[config.mk]
export PLATFORM = sky130hd
export DESIGN_NAME = vid_wr_ctrl
export DESIGN_NICKNAME = d
export VERILOG_FILES = /design/src/rtl/vwc_pkg.sv /design/src/rtl/vwc_hlcnt.sv /design/src/rtl/vwc_linearm.sv /design/src/rtl/vwc_wrgate.sv /design/src/rtl/vid_wr_ctrl.sv
export SDC_FILE = /design/constraint.sdc
export NUM_CORES = 1
export LEC_CHECK = 0
export BUFFER_PORTS_ARGS = -buffer_cell sky130_fd_sc_hd__buf_4
export CORE_MARGIN = 4
export CORE_UTILIZATION = 40
export DETAILED_ROUTE_END_ITERATION = 6
export SLEW_MARGIN = 20
export SYNTH_ARGS = -nofsm -noshare
export SYNTH_HDL_FRONTEND = slang
export SYNTH_SLANG_ARGS = --single-unit
[constraint.sdc]
create_clock -name clk -period 2.6 [get_ports clk]
set_input_delay 0.52 -clock clk [delete_from_list [all_inputs] [get_ports clk]]
set_output_delay 0.52 -clock clk [all_outputs]
set_load 0.01 [all_outputs]
[src/rtl/vwc_pkg.sv]
package vwc_pkg;
    localparam int VWC_CNT_W  = 12;
    localparam int VWC_HL_525 = 525;
    localparam int VWC_HL_625 = 625;
    localparam int VWC_VB_525 = 42;
    localparam int VWC_VB_625 = 50;

    typedef enum logic [1:0] {
        MODE_FULL   = 2'd0,
        MODE_LINE   = 2'd1,
        MODE_FREEZE = 2'd2
    } wr_mode_e;
endpackage

[src/rtl/vwc_hlcnt.sv]
module vwc_hlcnt #(
    parameter int CNT_W  = vwc_pkg::VWC_CNT_W,
    parameter int HL_525 = vwc_pkg::VWC_HL_525,
    parameter int HL_625 = vwc_pkg::VWC_HL_625,
    parameter int VB_525 = vwc_pkg::VWC_VB_525,
    parameter int VB_625 = vwc_pkg::VWC_VB_625
) (
    input  logic             clk,
    input  logic             rst_n,
    input  logic             hl_tick,
    input  logic             vsync,
    input  logic             std_sel,
    output logic [CNT_W-1:0] cnt,
    output logic             in_vbi,
    output logic             line_end
);
    localparam logic [CNT_W-1:0] FLEN_A = CNT_W'(HL_525);
    localparam logic [CNT_W-1:0] FLEN_B = CNT_W'(HL_625);
    localparam logic [CNT_W-1:0] VLEN_A = CNT_W'(VB_525);
    localparam logic [CNT_W-1:0] VLEN_B = CNT_W'(VB_625);

    typedef struct packed {
        logic [CNT_W-1:0] pos;
    } cnt_st_t;

    cnt_st_t st_d, st_q;
    logic [CNT_W-1:0] flen;
    logic [CNT_W-1:0] vlen;

    always_comb begin
        st_d = st_q;
        flen = std_sel ? FLEN_A : FLEN_B;
        vlen = std_sel ? VLEN_A : VLEN_B;
        if (vsync) begin
            st_d.pos = '0;
        end else if (hl_tick && (st_q.pos < flen)) begin
            st_d.pos = st_q.pos + 1'b1;
        end
    end

    always_ff @(posedge clk) begin
        if (!rst_n) begin
            st_q <= '0;
        end else begin
            st_q <= st_d;
        end
    end

    assign cnt      = st_q.pos;
    assign in_vbi   = (st_q.pos < vlen);
    assign line_end = hl_tick & st_q.pos[0] & ~vsync;
endmodule

[src/rtl/vwc_linearm.sv]
module vwc_linearm (
    input  logic clk,
    input  logic rst_n,
    input  logic vsync,
    input  logic lsel_pulse,
    input  logic line_end,
    output logic armed
);
    typedef struct packed {
        logic armed;
    } arm_st_t;

    arm_st_t st_d, st_q;

    always_comb begin
        st_d = st_q;
        if (vsync) begin
            st_d.armed = 1'b0;
        end else if (lsel_pulse) begin
            st_d.armed = 1'b1;
        end else if (line_end) begin
            st_d.armed = 1'b0;
        end
    end

    always_ff @(posedge clk) begin
        if (!rst_n) begin
            st_q <= '0;
        end else begin
            st_q <= st_d;
        end
    end

    assign armed = st_q.armed;
endmodule

[src/rtl/vwc_wrgate.sv]
module vwc_wrgate
    import vwc_pkg::*;
(
    input  logic clk,
    input  logic rst_n,
    input  logic frz_n,
    input  logic lsel_mode_n,
    input  logic in_vbi,
    input  logic armed,
    input  logic smp_tick,
    output logic we,
    output logic rw
);
    typedef struct packed {
        logic we;
        logic rw;
    } gate_st_t;

    gate_st_t st_d, st_q;
    wr_mode_e mode;

    always_comb begin
        if (!frz_n) begin
            mode = MODE_FREEZE;
        end else if (!lsel_mode_n) begin
            mode = MODE_LINE;
        end else begin
            mode = MODE_FULL;
        end

        st_d = st_q;
        unique case (mode)
            MODE_FREEZE: st_d.we = 1'b0;
            MODE_LINE:   st_d.we = armed;
            MODE_FULL:   st_d.we = ~in_vbi;
            default:     st_d.we = 1'b0;
        endcase
        st_d.rw = smp_tick & st_d.we;
    end

    always_ff @(posedge clk) begin
        if (!rst_n) begin
            st_q <= '0;
        end else begin
            st_q <= st_d;
        end
    end

    assign we = st_q.we;
    assign rw = st_q.rw;
endmodule

[src/rtl/vid_wr_ctrl.sv]
module vid_wr_ctrl #(
    parameter int CNT_W  = vwc_pkg::VWC_CNT_W,
    parameter int HL_525 = vwc_pkg::VWC_HL_525,
    parameter int HL_625 = vwc_pkg::VWC_HL_625,
    parameter int VB_525 = vwc_pkg::VWC_VB_525,
    parameter int VB_625 = vwc_pkg::VWC_VB_625
) (
    input  logic clk,
    input  logic rst_n,
    input  logic hl_tick,
    input  logic vsync,
    input  logic std_sel,
    input  logic lsel_mode_n,
    input  logic frz_n,
    input  logic lsel_pulse,
    input  logic smp_tick,
    output logic we,
    output logic rw
);
    logic [CNT_W-1:0] cnt_w;
    logic             in_vbi_w;
    logic             line_end_w;
    logic             armed_w;

    vwc_hlcnt #(
        .CNT_W (CNT_W),
        .HL_525(HL_525),
        .HL_625(HL_625),
        .VB_525(VB_525),
        .VB_625(VB_625)
    ) u_cnt (
        .clk     (clk),
        .rst_n   (rst_n),
        .hl_tick (hl_tick),
        .vsync   (vsync),
        .std_sel (std_sel),
        .cnt     (cnt_w),
        .in_vbi  (in_vbi_w),
        .line_end(line_end_w)
    );

    vwc_linearm u_arm (
        .clk       (clk),
        .rst_n     (rst_n),
        .vsync     (vsync),
        .lsel_pulse(lsel_pulse),
        .line_end  (line_end_w),
        .armed     (armed_w)
    );

    vwc_wrgate u_gate (
        .clk        (clk),
        .rst_n      (rst_n),
        .frz_n      (frz_n),
        .lsel_mode_n(lsel_mode_n),
        .in_vbi     (in_vbi_w),
        .armed      (armed_w),
        .smp_tick   (smp_tick),
        .we         (we),
        .rw         (rw)
    );
endmodule

# After elaboration in Yosys (flattened, before gate mapping)
# Cells that the tools add are included.
# op_classes
addsub	1
order_cmp	2
n_eq_ne	1
muxes	7
n_bitwise	6
reduce_logical	4
# op_table
cell	n
less-than comparator 12 bit	2
adder 12 x 1 -> 12 bit, second input constant	1
two-way mux 7 bit	1
two-way mux 5 bit	1
AND 1 bit	3
two-way mux 1 bit	3
inverter 1 bit	3
== test 2 x 1 -> 1 bit, second input constant	1
logical NOT 2 bit	1
two-way mux 2 bit	1
one-hot mux 1 bit (2 select lines)	1
nonzero test 2 bit	1
OR reduction 2 bit	1
logical AND 1 bit	1
# word_totals
ff_bits	15
output_inout_bits	2
wordCells	25

# Logic depth before layout (Yosys ltp)
# Gate-level depths: netlist of the first run.
# depth
word_depth	5
depth_mapped	7
ltp_nobuf	7

# By module
# From an unflattened synthesis of the first run, not the netlist that was laid out.
# hier_totals
cells_unflattened	94
area_unflattened_um2	825.8
# modules_own_cells
mod	instances	cells_each	area_each_um2	seq_area_each_um2
vwc_hlcnt	1	83	718.2	240.2
vwc_wrgate	1	7	67.6	40.0
vwc_linearm	1	4	40.0	20.0

# Least setup slack after synthesis of the first run
# Ideal clock, no wire load.
# synth_path
path_type	input port to flip-flop
start	in std_sel
end	reg u_cnt.st_q (netlist bit u_cnt.cnt[7])
setup_ns	0.115
arrival_ns	1.833
path_slack_ns	0.652
cell_stages	7
path_buffers	0
path_cell_list	inv_1 ha_1 a21oi_1 a2111oi_4 nor4b_4 and3_1 o21a_1
# synth_between
elab_chain_len	3
# synth_lines
element	line_no	rtl
start: declaration	vid_wr_ctrl.sv:12	input logic std_sel,
two-way mux 7 bit	vwc_hlcnt.sv:32	flen = std_sel ? FLEN_A : FLEN_B;
less-than comparator 12 bit	vwc_hlcnt.sv:36	end else if (hl_tick && (st_q.pos < flen)) begin
logical AND 1 bit	vwc_hlcnt.sv:36	
end signal: assignment	vwc_hlcnt.sv:45	st_q <= st_d;
end: declaration	vwc_hlcnt.sv:26	cnt_st_t st_d, st_q;
# No other way between the ends.
# A chain may end at the register's enable or synchronous reset.

# Worst setup path in the final report of the first run
# layout_path
start	reg u_cnt.st_q (netlist bit u_cnt.cnt[0])
end	reg u_cnt.st_q (netlist bit u_cnt.cnt[7])
# layout_between
elab_chain_len	2
# layout_lines
element	line_no
less-than comparator 12 bit	vwc_hlcnt.sv:36
logical AND 1 bit	vwc_hlcnt.sv:36
# Parallel ways exist; a longest one is shown, timed or not.

==> metrics, run 1 <==
fin crit period=1.875 ns; final period utilization=72.13%; DIE AREA=2965 um^2; initial core utilization=43.13%; crit start category=flop; Synth Area in XOR/XNOR=3.043%; Crit path required time=2.79 ns; Die Wd=54.46 um; transition time at the pin with the least slew margin=0.6475 ns; simple-gate share of the synthesized area=28.84%; Crit path largest cell delay=0.44 ns; Max Root-Sink Buffers=2; cts bufs inserted=3; post-synthesis mux area share=3.478%; floorplan row count=16; final core utilization=49.69%; number of global-route vias before repair=691; Post-DP Area=968.4 um^2; drt first-iter violations=5; routability congestion estimate=0.7593; layout filler cell count=209; P&R area growth vs syn=15.22%; Power Total=0.4010 mW; initial antenna violation count=0; VDD IR max=0.0003255 V; pin count of the biggest net entering global routing=12; via count=694; number of synthesized register bits=15; post-CTS resize count=0; ratio of cells with drive above 1 in the final layout=17.59%; endpoints failing hold=0; P_leak=0.3996 nW; Ys Warns=0; Post-Route Setup TNS=0 ns; Avg Vias per Cell=5.141; sequential cell area=300.3 um^2; Setup crit end kind=flop; CTS Sinks=15; synthesized area per cell=9.088 um^2; n_diodes=0; first-pass GRT wire length=2987 um; Max-slew headroom=56.74%; FMAX=533.2 MHz; adder-cell share of the synthesized area=10.14%; WHS=0.4322 ns; Core Region=2002 um^2; MaxCap Viol Count=0; antenna-violating nets left=0; TritonCTS clock tree=done; R2R setup slack=0.72 ns; worst skew pair latency=0.29 ns; post-route cell area=994.7 um^2; crit path max-delay cell type=a2111oi_4; Hold WC Path Type=in -> reg; pins over their slew limit=0; Seq/Total Area, Yosys=34.78%; drt drc=0; First-pass DRT Iterations=4; # setup viols final=0; largest family of logic cells by synthesized area=simple AND/OR/NAND/NOR gates; unrepaired setup endpoints after global routing=false; status=completed; DP Wirelength=1364 um; Post-Route WL=1709 um; Worst Skew=0.006127 ns; PwrDens=403.1 nW/um^2; postcts setup bufs=0; die height=54.46 um; nets@finish=125; Mapped Area=863.3 um^2; clock transition at the registers of the reported paths=0.09 ns; Compound-Gate Fraction of Synth Area=16.67%; WS Path Type=reg -> reg; Netlist cell types=30; CP cell instances=inv_1 > ha_1 > nand3b_1 > a2111oi_4 > nor4b_4 > and3_1 > o21a_1; CP max FO=5; crit path DAT=2.06 ns; root buffer cell=clkbuf_4; Synth Instances=95; IO Pins=11; area of the multi-input gates=536.8 um^2; hold buffers post-CTS=0; Port Buf Inserts=10; CTS H-tree depth=1; detailed-route wire length per cell=12.66 um; Synthesized Nets=111; gr ovfl total=0; overall global routing resource usage=14.27%
[layout by cell type, fill, tap and decap left out, types with 2 or more instances in the layout]
cell      count
xnor2_1       3
a31o_1        2
mux2i_1       3
buf_4        10
clkbuf_4      3
nand2_1      11
dfxtp_1      15
inv_1         6
nand2b_1      2
nand4_1       2
a41oi_1       2
and2_1        4
and3_1        3
a21oi_1       7
nor2_1       10
ha_1          7
and4_1        2
o21ai_1       2
[critical path, delay by kind of cell (launching register included)]
kind / cells / cell delay [ns]
AO/OA/AOI/OAI: 2 / 0.60
adder cells (fa/ha/maj): 1 / 0.19
flip-flops: 1 / 0.40
AND/OR/NAND/NOR: 3 / 0.50
buffers and inverters: 1 / 0.08
[cell families (layout without fill, tap and decap cells)]
| family | Yosys count | in the layout |
|---|---|---|
| flip-flops | 15 | 15 |
| adder cells (fa/ha/maj) | 7 | 7 |
| multiplexers | 3 | 3 |
| XOR/XNOR | 3 | 3 |
| buffers and inverters | 7 | 20 |
| AO/OA/AOI/OAI | 17 | 17 |
| AND/OR/NAND/NOR | 43 | 43 |
[cells in the mapped netlist]
cell / number / area share [%]
nand3b_1: 1 / 0.87
a41oi_1: 2 / 2.0
a31o_1: 2 / 2.0
nand2b_4: 1 / 1.6
nor4b_4: 1 / 2.8
nand2_2: 1 / 0.73
nand4_1: 2 / 1.4
nor3_2: 1 / 1.2
o211ai_1: 1 / 0.87
nand2_1: 11 / 4.8
nor4_1: 1 / 0.73
ha_1: 7 / 10
o21ai_1: 2 / 1.2
a2111oi_4: 1 / 3.2
inv_1: 6 / 2.6
xnor2_1: 3 / 3.0
and3_1: 3 / 2.2
nand3_1: 1 / 0.58
o31ai_4: 1 / 2.5
clkbuf_1: 1 / 0.43
and4_1: 2 / 2.0
mux2i_1: 3 / 3.5
nand2b_1: 2 / 1.4
dfxtp_1: 15 / 35
o21a_1: 1 / 0.87
a21oi_1: 7 / 4.1
nor3_1: 1 / 0.58
nor2b_1: 1 / 0.73
and2_1: 4 / 2.9
nor2_1: 10 / 4.3
[power by group]
group / leakage, nW / switching (mW) / internal (mW)
logic: 0.263 / 0.0166 / 0.0163
registers: 0.121 / 0.00201 / 0.232
clock network: 0.0150 / 0.0742 / 0.0597
[final timing paths]
| kind | startpoint | to | depth (start not counted) |
|---|---|---|---|
| max | u_cnt.cnt[0] | u_cnt.cnt[7] | 7 |
| min | smp_tick | u_gate.rw | 2 |
| max reg2reg | u_cnt.cnt[0] | u_cnt.cnt[7] | 7 |
| min reg2reg | u_cnt.cnt[11] | u_cnt.cnt[11] | 1 |
[layer usage]
layer,up-vias,GRT usage (%),part of all wire (%)
li1,361,-,-
met1,322,18.75,50
met2,9,22.11,45
met3,2,2.180,3.2
met4,0,7.884,1.6
met5,-,0,0
[per-stage QoR]
stage | setup WS, ns | instances
final | 0.7246 | 135
after global routing | 0.5607 | 135
after CTS | 0.7037 | 135
after detailed placement | 0.4219 | 131
after global placement | 0.4932 | 131
after floorplan | 0.6521 | 95
[cell type report]
type | instances | share of cell area (%)
multi-input combinational | 73 | 53.96
sequential | 15 | 30.19
timing repair buffer | 10 | 7.547
tap | 27 | 3.396
clock buffer | 4 | 2.642
inverter | 6 | 2.264
[flip-flops by register name, summed over array words and instances, names as in the netlist]
register,flops
u_gate.we,1
u_gate.rw,1
u_arm.armed,1
u_cnt.cnt,12
(Power assumes the default switching activity.)
==> run 2: changes to the inputs <==
- clock period: 2.6 -> 2 ns (I/O delays scaled with it)
==> run 2 against run 1 <==
Worst setup slack got worse by 0.61 ns. Register-to-register slack got worse by 0.61 ns. Routed wire length rose by 1.6%. Highest routed layer unchanged. Worst hold slack got worse by 0.12 ns. Flip-flop and latch count did not move. Critical path type unchanged. First-iteration DRC count rose by 100%. Combinational power rose by 48%. Final area rose by 3.8%. Global-route usage fell by 0.23 points. Largest power group unchanged.
==> metrics, run 2 (synthesis results as in run 1) <==
status=completed; Hold Path Origin=smp_tick; Worst R2R End=u_cnt.cnt[7]; R2R setup slack=0.11 ns; transition time at the pin with the least slew margin=0.4253 ns; number of global-route vias before repair=695; pins over their slew limit=0; P_leak=0.4244 nW; Port Buf Inserts=10; detailed-route wire length per cell=12.40 um; post-CTS resize count=0; fin crit period=1.887 ns; overall global routing resource usage=14.04%; cell count of the worst reg-to-reg path=7; IO Pins=11; # setup viols final=0; pin count of the biggest net entering global routing=12; PwrDens=506.4 nW/um^2; r2r startpoint=u_cnt.cnt[1]; P&R area growth vs syn=19.57%; M1 WL=824 um; final period utilization=94.36%; VDD IR max=0.0003215 V; initial antenna violation count=0; cts bufs inserted=3; pre-CTS setup slack=-0.04386 ns; hold buffers post-CTS=0; MaxCap Viol Count=0; Setup crit end kind=flop; met3 wire length=62 um; FMAX=529.9 MHz; worst skew pair latency=0.28 ns; hold path depth=2; Die Wd=54.46 um; CTS H-tree depth=1; Core Region=2002 um^2; nets@finish=130; Post-Route WL=1736 um; WHS=0.3168 ns; post-route setup slack=0.1128 ns; drt drc=0; postcts setup bufs=0; Max Root-Sink Buffers=2; crit start category=flop; DIE AREA=2965 um^2; Avg Vias per Cell=5.107; crit path DAT=2.07 ns; first-pass GRT wire length=2939 um; WS Path Type=reg -> reg; gr ovfl total=0; die height=54.46 um; n_diodes=0; Worst Skew=0.004788 ns; First-pass DRT Iterations=4; DP Wirelength=1381 um; routability congestion estimate=0.7479; metal2 WL=831 um; Crit path required time=2.18 ns; CTS Sinks=15; via count=715; TritonCTS clock tree=done; unrepaired setup endpoints after global routing=false; CP max FO=5; Hold EP=u_gate.rw; Hold WC Path Type=in -> reg; most frequent cells in the layout=15 x buf_4, 15 x dfxtp_1, 11 x nand2_1; highest metal used=met4; floorplan row count=16; antenna-violating nets left=0; clock transition at the registers of the reported paths=0.09 ns; Max-slew headroom=71.65%; initial core utilization=43.13%; ratio of cells with drive above 1 in the final layout=21.24%; number of flip-flops in the largest register=12; endpoints failing hold=0; root buffer cell=clkbuf_4; drt first-iter violations=10
==> run 2: per-stage QoR <==
stage          TNS [ns]  total power [mW]  instance area, um^2  instances  utilization, %
2_1_floorplan         0            0.3335                863.3         95               -
3_3_place_gp          0            0.3583                 1006        136           50.25
3_5_place_dp    -0.1097            0.3597                 1006        136           50.25
4_1_cts               0            0.5323                 1032        140           51.56
5_1_grt               0            0.5522                 1032        140           51.56
6_report              0            0.5227                 1032        140           51.56
==> run 2: worst max path at each step <==
stage,slack (ns),from,endpoint
after global placement,0.01,std_sel,u_cnt.cnt[7]
after detailed placement,-0.04,std_sel,u_cnt.cnt[7]
after global routing,0.003,u_cnt.cnt[1],u_cnt.cnt[7]
after floorplan,0.17,std_sel,u_cnt.cnt[7]
after CTS,0.09,u_cnt.cnt[1],u_cnt.cnt[7]
final,0.11,u_cnt.cnt[1],u_cnt.cnt[7]
==> run 2: where the power goes <==
group	total (mW)	switching, mW	internal, mW
registers	0.304	0.00173	0.302
clock network	0.171	0.0933	0.0773
logic	0.0487	0.0237	0.0250
total	0.523	0.119	0.404
==> run 2: final cells by class <==
cell class | count | area, um^2
Tap cell | 27 | 33.78
Sequential cell | 15 | 300.3
Inverter | 6 | 22.52
Fill cell | 189 | 969.7
Clock buffer | 4 | 26.28
Multi-Input combinational cell | 73 | 536.8
Timing Repair Buffer | 15 | 112.6
==> run 2: routing by layer <==
metal	vias up	global-route usage [%]
met3	2	3.270
met2	9	22.71
li1	372	-
met4	0	6.639
met1	332	17.41
met5	-	0
==> run 2: worst max-delay path, stage by stage (launching register included) <==
cell and delay [ns]:
dfxtp_1 0.43, inv_1 0.07, ha_1 0.18, nand3b_1 0.20
a2111oi_4 0.45, nor4b_4 0.11, and3_1 0.20, o21a_1 0.16
==> run 3: changes to the inputs <==
- CTS_CLUSTER_DIAMETER: not set -> 50
- REMOVE_ABC_BUFFERS: not set -> 1
==> run 3 against run 2 <==
Count of clock-buffer cells in the layout stayed put. Critical path depth stayed put. Clock power is 3% lower. Non-clock buffer count stayed put. Power is 0.73% lower. Combinational power is 1% higher. Largest cell class unchanged. Largest power group unchanged.
==> metrics, run 3 (synthesis results as in run 1) <==
drt drc=0; detailed-route wire length per cell=12.59 um; pins over their slew limit=0; root buffer cell=clkbuf_4; final core utilization=51.63%; overall global routing resource usage=15.00%; unrepaired setup endpoints after global routing=false; Post-Route WL=1762 um; Hold WC Path Type=in -> reg; PwrDens=502.1 nW/um^2; crit path max-delay cell type=a2111oi_4; DIE AREA=2965 um^2; ratio of cells with drive above 1 in the final layout=22.12%; First-pass DRT Iterations=4; initial core utilization=43.13%; routability congestion estimate=0.7799; met3 wire length=96 um; status=completed; metal2 WL=797 um; number of global-route vias before repair=717; antenna-violating nets left=0; Buf/Inv on CP=1; crit path DAT=2.03 ns; Max Root-Sink Buffers=2; IO Pins=11; area of the multi-input gates=536.8 um^2; CTS Sinks=15; sequential cell area=301.5 um^2; M1 WL=858 um; WS Path Type=reg -> reg; nets@finish=130; Crit path largest cell delay=0.49 ns; transition time at the pin with the least slew margin=0.4038 ns; VDD IR max=0.0003185 V; n_diodes=0; Core Region=2002 um^2; Worst Skew=0.0009615 ns; Max-slew headroom=73.08%; cts bufs inserted=3; die height=54.46 um; gr ovfl total=0; drt first-iter violations=10; FMAX=537.7 MHz; Avg Vias per Cell=5.193; endpoints failing hold=0; Setup crit end kind=flop; first-pass GRT wire length=3167 um; fin crit period=1.860 ns; TritonCTS clock tree=done; crit start category=flop; Crit path required time=2.17 ns; CP max FO=5; Post-DP Area=1006 um^2; final period utilization=92.99%; CP cell instances=inv_1 > ha_1 > nand3b_1 > a2111oi_4 > nor4b_4 > and3_1 > o21a_1; CTS H-tree depth=1; highest metal used=met4; layout filler cell count=217; pin count of the biggest net entering global routing=12; Port Buf Inserts=10; initial antenna violation count=0; via count=727; MaxCap Viol Count=0; P_leak=0.4249 nW; floorplan row count=16; clock transition at the registers of the reported paths=0.08 ns; number of flip-flops in the largest register=12; DP Wirelength=1462 um; Die Wd=54.46 um; worst skew pair latency=0.27 ns; P&R area growth vs syn=19.71%; # setup viols final=0; commonest non-fill, non-tap cell in the layout=buf_4; most frequent cells in the layout=15 x buf_4, 14 x dfxtp_1, 11 x nand2_1; post-route cell area=1033 um^2; hold buffers post-CTS=0; CP delay by family, top=compound AO/OA/AOI/OAI gates
[run 3: cell counts in the layout (fill, tap and decap cells not counted)]
Identical to the previous run, type by type.
[run 3: repair_timing]
item,CTS,global route
resized for setup,0,1
endpoints found under the setup margin,0,1
setup buffers,0,0
[run 3: where the power goes]
group	internal (mW)	total [mW]	switching, mW
clock network	0.0771	0.166	0.0889
registers	0.302	0.304	0.00173
logic	0.0252	0.0493	0.0242
total	0.404	0.519	0.115
[run 3: worst paths after layout]
check,from,to,slack (ns),depth (start not counted)
max,u_cnt.cnt[1],u_cnt.cnt[7],0.14,7
min reg2reg,u_cnt.cnt[10],u_cnt.cnt[10],0.47,1
min,smp_tick,u_gate.rw,0.32,2
max reg2reg,u_cnt.cnt[1],u_cnt.cnt[7],0.14,7
[run 3: layout make-up]
class | instances | area share [%]
Clock buffer | 4 | 2.542
Inverter | 6 | 2.179
Multi-Input combinational cell | 73 | 51.94
Sequential cell | 15 | 29.18
Tap cell | 27 | 3.269
Timing Repair Buffer | 15 | 10.90
[run 3: metrics by stage]
stage / std cells / hold WS [ns] / worst slack (ns) / total power [mW] / setup TNS [ns]
after floorplan: 94 / 0.4305 / 0.1721 / 0.3329 / 0
after global placement: 136 / 0.4457 / 0.01906 / 0.3586 / 0
after detailed placement: 136 / 0.4472 / -0.05388 / 0.3609 / -0.2051
after CTS: 140 / 0.3241 / 0.1097 / 0.5261 / 0
after global routing: 140 / 0.3224 / 0.001924 / 0.5534 / 0
final: 140 / 0.3241 / 0.1402 / 0.5189 / 0
[run 3: layer usage]
metal	up-vias	global-route usage (%)
li1	372	-
met1	335	19.21
met2	18	24.90
met3	2	3.815
met4	0	3.734
met5	-	0
